File: src/rtl/rtc_irq_pkg.sv
// Shared constants for the RTC interrupt flag and rate unit.
// Assumes an 8-bit register port and three event sources whose flag and
// enable bits share positions, so one mask serves both registers.
package rtc_irq_pkg;
    localparam int REG_AW  = 2;
    localparam int DATA_W  = 8;
    localparam int RATE_W  = 4;
    localparam int NUM_SRC = 3;

    // Register indices seen on addr
    localparam logic [REG_AW-1:0] IDX_RATE = 2'd0;
    localparam logic [REG_AW-1:0] IDX_CTRL = 2'd1;
    localparam logic [REG_AW-1:0] IDX_FLAG = 2'd2;

    // Source i (0 update, 1 alarm, 2 periodic) sits at bit SRC_LSB + i
    localparam int SRC_LSB = 4;
    localparam int BIT_SUM = 7;

    localparam logic [RATE_W-1:0] RATE_RESET = 4'd6;
endpackage

File: src/rtl/rtc_rate_div.sv
// Periodic event divider. Counts reference ticks and emits a one-cycle
// event every 2^(code-1) ticks. Code 0 holds the counter idle. A restart
// strobe (rate rewrite) zeroes the counter and suppresses any event in
// that cycle. Assumes the code changes only together with restart.
module rtc_rate_div #(
    parameter int RATE_W = 4
) (
    input  logic              clk,
    input  logic              rst_n,
    input  logic              ref_tick,
    input  logic [RATE_W-1:0] code,
    input  logic              restart,
    output logic              per_evt
);
    localparam int CNT_W = (1 << RATE_W) - 2;

    logic [CNT_W-1:0] cnt_q;
    logic [CNT_W-1:0] limit;
    logic             code_on;
    logic             at_limit;

    // Terminal count for the current code: 2^(code-1) - 1
    always_comb begin
        code_on = (code != '0);
        limit   = '0;
        if (code_on) begin
            limit = CNT_W'((1 << (int'(code) - 1)) - 1);
        end
        at_limit = (cnt_q == limit);
        per_evt  = ref_tick && code_on && at_limit && !restart;
    end

    // Tick counter with restart and wrap at the terminal count
    always_ff @(posedge clk) begin
        if (!rst_n) begin
            cnt_q <= '0;
        end else if (restart || !code_on) begin
            cnt_q <= '0;
        end else if (ref_tick) begin
            cnt_q <= at_limit ? '0 : cnt_q + 1'b1;
        end
    end

    // a restart leaves the counter at zero in the next cycle
    assert_restart_zero_R8: assert property (@(posedge clk) disable iff (!rst_n)
        restart |=> (cnt_q == '0));

    // the counter never runs past the terminal count of the live code
    assert_cnt_in_range_R6: assert property (@(posedge clk) disable iff (!rst_n)
        cnt_q <= limit);
endmodule

File: src/rtl/rtc_flag_bank.sv
// Event flag bank. Each flag latches on its event strobe regardless of
// its enable and holds until a clearing read. An event in the same cycle
// as the clear survives it. The summary is the OR of flags masked by the
// enables.
module rtc_flag_bank #(
    parameter int NUM_SRC = 3
) (
    input  logic               clk,
    input  logic               rst_n,
    input  logic [NUM_SRC-1:0] events,
    input  logic [NUM_SRC-1:0] enables,
    input  logic               rd_clear,
    output logic [NUM_SRC-1:0] flags,
    output logic               summary
);
    // Latch events on top of the held (or just cleared) flags
    always_ff @(posedge clk) begin
        if (!rst_n) begin
            flags <= '0;
        end else begin
            flags <= (rd_clear ? '0 : flags) | events;
        end
    end

    // Masked request summary
    always_comb begin
        summary = |(flags & enables);
    end

    generate
        for (genvar i = 0; i < NUM_SRC; i++) begin : g_src_chk
            // an event always leaves its flag set next cycle
            assert_flag_latch_R2: assert property (@(posedge clk) disable iff (!rst_n)
                events[i] |=> flags[i]);
        end
    endgenerate

    // a clearing read with no event empties the bank
    assert_read_clear_R4: assert property (@(posedge clk) disable iff (!rst_n)
        (rd_clear && (events == '0)) |=> (flags == '0));

    // without a clearing read no set flag drops
    assert_flag_hold_R9: assert property (@(posedge clk) disable iff (!rst_n)
        !rd_clear |=> ((flags & $past(flags)) == $past(flags)));
endmodule

File: src/rtl/rtc_reg_port.sv
// Register port. Holds the rate code and the enables, decodes write and
// read strobes by index, and returns the addressed register on rdata
// combinationally. A write to the rate index issues a divider restart,
// and a read of the flag index issues the flag clear. Writes to the flag
// index are dropped.
module rtc_reg_port
    import rtc_irq_pkg::*;
(
    input  logic               clk,
    input  logic               rst_n,
    input  logic               wr_en,
    input  logic               rd_en,
    input  logic [REG_AW-1:0]  addr,
    input  logic [DATA_W-1:0]  wdata,
    input  logic [DATA_W-1:0]  flag_view,
    output logic [RATE_W-1:0]  rate_code,
    output logic [NUM_SRC-1:0] enables,
    output logic               rate_restart,
    output logic               flag_rd_clear,
    output logic [DATA_W-1:0]  rdata
);
    logic wr_ctrl;

    // Index decode of the access strobes
    always_comb begin
        rate_restart  = wr_en && (addr == IDX_RATE);
        wr_ctrl       = wr_en && (addr == IDX_CTRL);
        flag_rd_clear = rd_en && (addr == IDX_FLAG);
    end

    // Rate code register, reset to the 1024 Hz code
    always_ff @(posedge clk) begin
        if (!rst_n) begin
            rate_code <= RATE_RESET;
        end else if (rate_restart) begin
            rate_code <= wdata[RATE_W-1:0];
        end
    end

    // Enable register, one bit per source at the flag positions
    always_ff @(posedge clk) begin
        if (!rst_n) begin
            enables <= '0;
        end else if (wr_ctrl) begin
            enables <= wdata[SRC_LSB +: NUM_SRC];
        end
    end

    // Read multiplexer
    always_comb begin
        rdata = '0;
        case (addr)
            IDX_RATE: rdata[RATE_W-1:0]         = rate_code;
            IDX_CTRL: rdata[SRC_LSB +: NUM_SRC] = enables;
            IDX_FLAG: rdata                     = flag_view;
            default:  rdata                     = '0;
        endcase
    end

    // the rate code changes only through a rate write
    assert_rate_hold_R10: assert property (@(posedge clk) disable iff (!rst_n)
        !rate_restart |=> $stable(rate_code));

    // the enables change only through a control write
    assert_enable_hold_R3: assert property (@(posedge clk) disable iff (!rst_n)
        !wr_ctrl |=> $stable(enables));
endmodule

File: src/rtl/rtc_irq_unit.sv
// Top of the RTC interrupt flag and rate unit. Joins the register port,
// the periodic divider and the flag bank, packs the flag register view
// and drives the interrupt level from the masked summary. Assumes the
// alarm and update strobes are one cycle wide and synchronous to clk.
module rtc_irq_unit
    import rtc_irq_pkg::*;
(
    input  logic              clk,
    input  logic              rst_n,
    input  logic              ref_tick,
    input  logic              alarm_evt,
    input  logic              update_evt,
    input  logic              wr_en,
    input  logic              rd_en,
    input  logic [REG_AW-1:0] addr,
    input  logic [DATA_W-1:0] wdata,
    output logic [DATA_W-1:0] rdata,
    output logic              irq
);
    logic [RATE_W-1:0]  rate_code;
    logic [NUM_SRC-1:0] enables;
    logic [NUM_SRC-1:0] flags;
    logic [NUM_SRC-1:0] events;
    logic [DATA_W-1:0]  flag_view;
    logic               rate_restart;
    logic               flag_rd_clear;
    logic               per_evt;
    logic               summary;

    rtc_reg_port u_regs (
        .clk           (clk),
        .rst_n         (rst_n),
        .wr_en         (wr_en),
        .rd_en         (rd_en),
        .addr          (addr),
        .wdata         (wdata),
        .flag_view     (flag_view),
        .rate_code     (rate_code),
        .enables       (enables),
        .rate_restart  (rate_restart),
        .flag_rd_clear (flag_rd_clear),
        .rdata         (rdata)
    );

    rtc_rate_div #(.RATE_W(RATE_W)) u_div (
        .clk      (clk),
        .rst_n    (rst_n),
        .ref_tick (ref_tick),
        .code     (rate_code),
        .restart  (rate_restart),
        .per_evt  (per_evt)
    );

    // Event vector in source order: update, alarm, periodic
    always_comb begin
        events = {per_evt, alarm_evt, update_evt};
    end

    rtc_flag_bank #(.NUM_SRC(NUM_SRC)) u_flags (
        .clk      (clk),
        .rst_n    (rst_n),
        .events   (events),
        .enables  (enables),
        .rd_clear (flag_rd_clear),
        .flags    (flags),
        .summary  (summary)
    );

    // Pack summary and flags into the flag register layout
    always_comb begin
        flag_view          = '0;
        flag_view[BIT_SUM] = summary;
        for (int i = 0; i < NUM_SRC; i++) begin
            flag_view[SRC_LSB + i] = flags[i];
        end
    end

    // Interrupt level follows the masked summary
    always_comb begin
        irq = summary;
    end

    // irq only drops after a flag read or an enable write
    assert_irq_release_R9: assert property (@(posedge clk) disable iff (!rst_n)
        $fell(irq) |-> ($past(rd_en && (addr == IDX_FLAG)) ||
                        $past(wr_en && (addr == IDX_CTRL))));
endmodule

File: config.mk
export PLATFORM = sky130hd
export DESIGN_NAME = rtc_irq_unit
export DESIGN_NICKNAME = d
export VERILOG_FILES = /design/src/rtl/rtc_irq_pkg.sv /design/src/rtl/rtc_rate_div.sv /design/src/rtl/rtc_flag_bank.sv /design/src/rtl/rtc_reg_port.sv /design/src/rtl/rtc_irq_unit.sv
export SDC_FILE = /design/constraint.sdc
export NUM_CORES = 1
export LEC_CHECK = 0
export BUFFER_PORTS_ARGS = -buffer_cell sky130_fd_sc_hd__buf_4
export CAP_MARGIN = 10
export CORE_MARGIN = 2
export CORE_UTILIZATION = 35
export DETAILED_ROUTE_END_ITERATION = 6
export GPL_TIMING_DRIVEN = 0
export PLACE_DENSITY = 0.64
export SYNTH_ARGS = -nofsm -noshare
export SYNTH_HDL_FRONTEND = slang
export SYNTH_SLANG_ARGS = --single-unit
File: constraint.sdc
create_clock -name clk -period 6.8 [get_ports clk]
set_input_delay 0.68 -clock clk [delete_from_list [all_inputs] [get_ports clk]]
set_output_delay 0.68 -clock clk [all_outputs]
set_load 0.005 [all_outputs]
; ---- Word-level counts from Yosys, hierarchy flattened
; Index checks and enable logic that the tools add are counted.
[op_classes]
add_sub_neg = 3
eq_ne = 3
n_shift = 1
muxes = 6
bitwise_logic = 3
n_reduce_logical = 13
[op_table]
columns = op, n
row1 = "left shift 1 x 32 -> 14 bit, first input constant", 1
row2 = two-way mux 14 bit, 2
row3 = "adder 14 x 1 -> 14 bit, second input constant", 1
row4 = equality test 14 bit, 1
row5 = "subtractor 14 x 2 -> 14 bit, second input constant", 1
row6 = logical AND 1 bit, 6
row7 = case mux 3 bit (2 select lines), 1
row8 = "subtractor 4 x 1 -> 5 bit, second input constant", 1
row9 = two-way mux 4 bit, 1
row10 = nonzero test 4 bit, 1
row11 = AND 3 bit, 1
row12 = two-way mux 3 bit, 1
row13 = OR 3 bit, 1
row14 = OR reduction 3 bit, 1
row15 = "equality test 2 x 1 -> 1 bit, second input constant", 1
row16 = "equality test 2 bit, second input constant", 1
row17 = zero test 1 bit, 2
row18 = zero test 2 bit, 1
row19 = OR reduction 2 bit, 1
row20 = logical OR 1 bit, 1
row21 = two-way mux 1 bit, 1
row22 = NOT 1 bit, 1
[totals]
regBits = 24
inputBits = 17
out_inout_bits = 9
wordCells = 33

; ---- Longest topological paths before layout
[logic_depth]
word_depth = 8
depth_mapped = 16
ltp_nobuf = 13

; ---- Modules after synthesis
; A second synthesis with hierarchy kept.
[unflattened]
hier_cells = 320
area_unflattened_um2 = 2436.1
[modules_own_cells]
columns = module, n_inst, cells_per_inst, area_each_um2, seq_area_each_um2
row1 = rtc_rate_div, 1, 257, 1858.0, 280.3
row2 = rtc_reg_port, 1, 51, 459.2, 140.1
row3 = rtc_flag_bank, 1, 11, 115.1, 60.1
row4 = rtc_irq_unit, 1, 1, 3.8, 0.0

; ---- Worst setup path after synthesis
; OpenSTA, ideal clock, no wires.
[synth_path]
path_type = flip-flop to flip-flop
startpoint = reg u_regs.rate_code[0]
endpoint = reg u_div.cnt_q[10]
setup_ns = 0.141
t_arrival_ns = 3.669
required_time_ns = 6.659
path_slack_ns = 2.990
path_stages_with_launch = 16
path_buffers = 3
synth_period_minus_slack_ns = 3.810
path_cell_list = dfxtp_1 clkbuf_1 inv_1 ha_1 or2_2 o32ai_1 nand3_1 ha_1 buf_1 xnor2_1 o32ai_1 xor2_1 or4_4 nor4_4 buf_6 nor3_2
[synth_between]
elab_chain_len = 6
word_cells_on_any_way = 10
cone_classes = add/sub (2) / eq/ne (1) / shift (1) / mux (2) / reduce/logical (4)
[synth_rtl]
columns = element, line_no
row1 = from (decl), rtc_reg_port.sv:16  ; output logic [RATE_W-1:0] rate_code,
row2 = from (signal assigned), rtc_reg_port.sv:36  ; rate_code <= wdata[RATE_W-1:0];
row3 = subtractor 4 x 1 -> 5 bit, rtc_rate_div.sv:27  ; limit = CNT_W'((1 << (int'(code) - 1)) - 1);
row4 = left shift 1 x 32 -> 14 bit, rtc_rate_div.sv:27
row5 = subtractor 14 x 2 -> 14 bit, rtc_rate_div.sv:27
row6 = two-way mux 14 bit, rtc_rate_div.sv:26  ; if (code_on) begin
row7 = equality test 14 bit, rtc_rate_div.sv:29  ; at_limit = (cnt_q == limit);
row8 = two-way mux 14 bit, rtc_rate_div.sv:40  ; cnt_q <= at_limit ? '0 : cnt_q + 1'b1;
row9 = to (signal assigned), rtc_rate_div.sv:40
row10 = to (decl), rtc_rate_div.sv:17  ; logic [CNT_W-1:0] cnt_q;
; Several ways; a longest one is shown, not always the timed one.
; A chain may end at the register's enable or synchronous reset.

; ---- Worst setup path after layout
[layout_path]
startpoint = reg u_regs.rate_code[0]
endpoint = reg u_div.cnt_q[7]
; The elaborated chain is that of the path after synthesis.

==> flow_summary_export.csv <==
group,metric,value,unit
run_status,status,"complete, no violations",
floorplan,initial_core_util,36.5,%
floorplan,dieArea,6860,µm²
critical_path,critPathMaxFanout,10,
synthesis,synthFlopType,"dfxtp_1",
synthesis,synth_cell_type_count,58,
power_and_ir_drop,p_per_area,145,nW/µm²
cells_and_area,final_nets,340,
placement,place_congestion,0.872,
route,wl_per_cell,14.3,µm
timing,setup_tns,0,ns
placement,place_hpwl,4.22,mm
cells_and_area,finish.instance_area,2510,µm²
clocking,cts_setup_buffers,0,
critical_path,critPathKind,"flop to flop",
critical_path,cp_cell_sequence,"clkbuf_1, inv_1, ha_1, or2_2, o32ai_1, nand3_1, ha_1, buf_1, xnor2_1, o32ai_1, xor2_1, or4_4, nor4_4, buf_6, nor3_2",
cells_and_area,utilization,42.2,%
synthesis,synthesis.nets,312,
floorplan,die_h,82.8,µm
timing,maxSlewHeadroom,52.3,%
critical_path,crit_family,"simple AND/OR/NAND/NOR gates",
clocking,root_buffer,"clkbuf_8",
timing,min_period,4.55,ns
synthesis,synth.avg_cell_area,7.68,µm²
synthesis,synth.area.top_cells,"dfxtp_1, ha_1, nand2_1",
grt,grt_pass1_vias,1960,
cells_and_area,num_antenna_cells,0,
clocking,h-tree-depth,1,
grt,grt_usage,15.9,%
synthesis,netlist_instances,283,
timing,fmax,220,MHz
synthesis,netlist_area,2170,µm²
floorplan,pin_count,26,
timing,finClkSkew,0.0122,ns
floorplan,coreArea,5960,µm²
floorplan,chipWidth,82.8,µm
critical_path,cp_slowest_cell,"or4_4",
timing,rsz0062_at_grt,"false",
route,vias_per_cell,5.48,
power_and_ir_drop,total_power,0.000365,W
clocking,hold_buffers,0,
placement,port-buffer-count,23,
critical_path,required,6.95,ns
critical_path,path_buf_inv,4,
grt,grt_pass1_wl,9.25,mm
timing,post-route-period-util,66.8,%
synthesis,ys_ff_latch,24,
route,via_count,2110,
synthesis,synth-edff-count,0,
power_and_ir_drop,ir_worst_vdd,76.3,µV
grt,grt_antenna_before_repair,0,
critical_path,cp_slowest_stage_delay,0.56,ns
clocking,cts_sinks,24,
critical_path,cp.arrival,4.69,ns
placement,place_area,2440,µm²
critical_path,start_kind,"flop",
clocking,cts_max_path_buffers,2,
min_path,hold_path_class,"flop to flop",
timing,report.final.slew_viol_count,0,
clocking,clkTransAtPathRegs,0.10,ns
cells_and_area,area_growth_syn_to_layout,15.5,%
route,antenna_left,0,
cells_and_area,final_layout_size_suffix_gt1_share,15.8,%
grt,grt_max_degree,15,
power_and_ir_drop,p_leak,0.980,nW
clocking,cts_tree,"done",
route,first_iter_violations,91,
timing,finalSetupViolCount,0,
clocking,clock_latency,0.28,ns
clocking,cts.repair.resized,0,
route,drc,0,
synthesis,async_reset_ff_share,0,%
route,drt-total-wl,5.51,mm
synthesis,ys_seq_area_share,22.1,%
floorplan,num_rows,28,
synthesis,synth_top_area_cell,"dfxtp_1",
critical_path,critPathCaptureType,"flop",
synthesis,synth_top_area_share,22.1,%
timing,finalHoldViolCount,0,
timing,worst_pin_slew,0.716,ns
clocking,cts_inserted_buffers,3,
grt,gr-total-overflow,0,
synthesis,yosysWarnings,0,
flow_run,drv_cap,0,
route,first_pass_iters,4,
## cells in the final DEF (no fill, tap or decap), types with 4 or more instances in the layout
master    Yosys  final
dfxtp_1      24     24
and3_1        7      7
and2_1        8      8
clkbuf_1     13     13
buf_4         0     23
nor2b_1       7      7
xnor2_1      10     10
inv_1        10     10
nand3_1      18     18
ha_1         12     12
nand4_1       8      8
o21ai_0       5      5
nor2_1       17     17
nand2_1      33     33
a21oi_1      10     10
o22ai_1       4      4
a21boi_0      5      5
a22oi_1       5      5
nor3_2       11     11
nor3_1        9      9
nand2b_1      5      5
xor2_1       11     11
## routing by layer
layer  GRT usage, %  vias up  wire, µm
li1               -     1074         -
met5              0        -         0
met1           21.2      990      2650
met4           3.58        0        51
met3           1.99        4       209
met2           27.3       42      2600
## sequential cells by signal (all words and copies together) (netlist names)
name and count:
u_div.cnt_q 14, u_regs.rate_code 4, u_flags.flags 3, u_regs.enables 3
## path summary, 6_finish.rpt
check / endpoint / slack, ns / startpoint / cells past startpoint
setup / recovery: u_div.cnt_q[7] / 2.25 / u_regs.rate_code[0] / 15
hold reg to reg: u_regs.enables[2] / 0.50 / u_regs.enables[2] / 2
hold / removal: u_regs.enables[2] / 0.50 / u_regs.enables[2] / 2
setup reg to reg: u_div.cnt_q[7] / 2.25 / u_regs.rate_code[0] / 15
## cell type report
cell class                 count  area [µm²]
buffer                        17        80.1
clock buffer                   3        41.3
clock inverter                 1        30.0
fill                         630        3440
inverter                      10        37.5
multi-input combinational    232        1580
sequential                    24         480
tap                           75        93.8
timing repair buffer          23         173
## report_power, final
part	switching, W	internal (W)
Combinational	0.0000499	0.0000380
Clock	0.0000494	0.0000788
Sequential	0.00000495	0.000144
Total	0.000104	0.000261
## cells in the mapped netlist, drive strengths merged (2+ instances only)
library cell,n
nor3,20
a21oi,10
and3,7
and2,9
buf,4
o221ai,2
nand2b,5
clkbuf,13
nor2b,7
o21ai,5
xnor2,10
dfxtp,24
xor2,11
o32ai,2
or4,3
mux2,3
nor2,17
ha,12
or3,3
a21boi,6
a22oi,5
nand2,33
o22ai,4
a31o,2
a211oi,3
or3b,2
inv,10
or2,2
o21a,2
nand3,18
o31ai,2
o2111ai,2
nand4,8
nand3b,2
## through the flow
step           setup WS, ns  std cells  hold slack [ns]
6_report               2.25        385            0.501
5_1_grt                2.07        385            0.516
4_1_cts                2.34        385            0.496
3_5_place_dp           2.36        381            0.484
3_3_place_gp           2.40        381            0.472
2_1_floorplan          2.99        283            0.457
## worst reg2reg max path, cell delays in order (launching register included)
cell	delay (ns)
dfxtp_1	0.33
clkbuf_1	0.37
inv_1	0.19
ha_1	0.33
or2_2	0.34
o32ai_1	0.54
nand3_1	0.15
ha_1	0.22
buf_1	0.18
xnor2_1	0.17
o32ai_1	0.32
xor2_1	0.12
or4_4	0.56
nor4_4	0.30
buf_6	0.22
nor3_2	0.06
## logic make-up after synthesis
| kind of cell | after synthesis | share of synthesized area (%) |
|---|---|---|
| simple gates | 139 | 36.5 |
| compound gates | 56 | 18.6 |
| buf+inv | 27 | 5.41 |
| flops | 24 | 22.1 |
| xor+xnor | 21 | 8.46 |
| fa+ha+maj | 12 | 6.91 |
| mux | 4 | 2.01 |
Power figures use the tool's default switching activity.
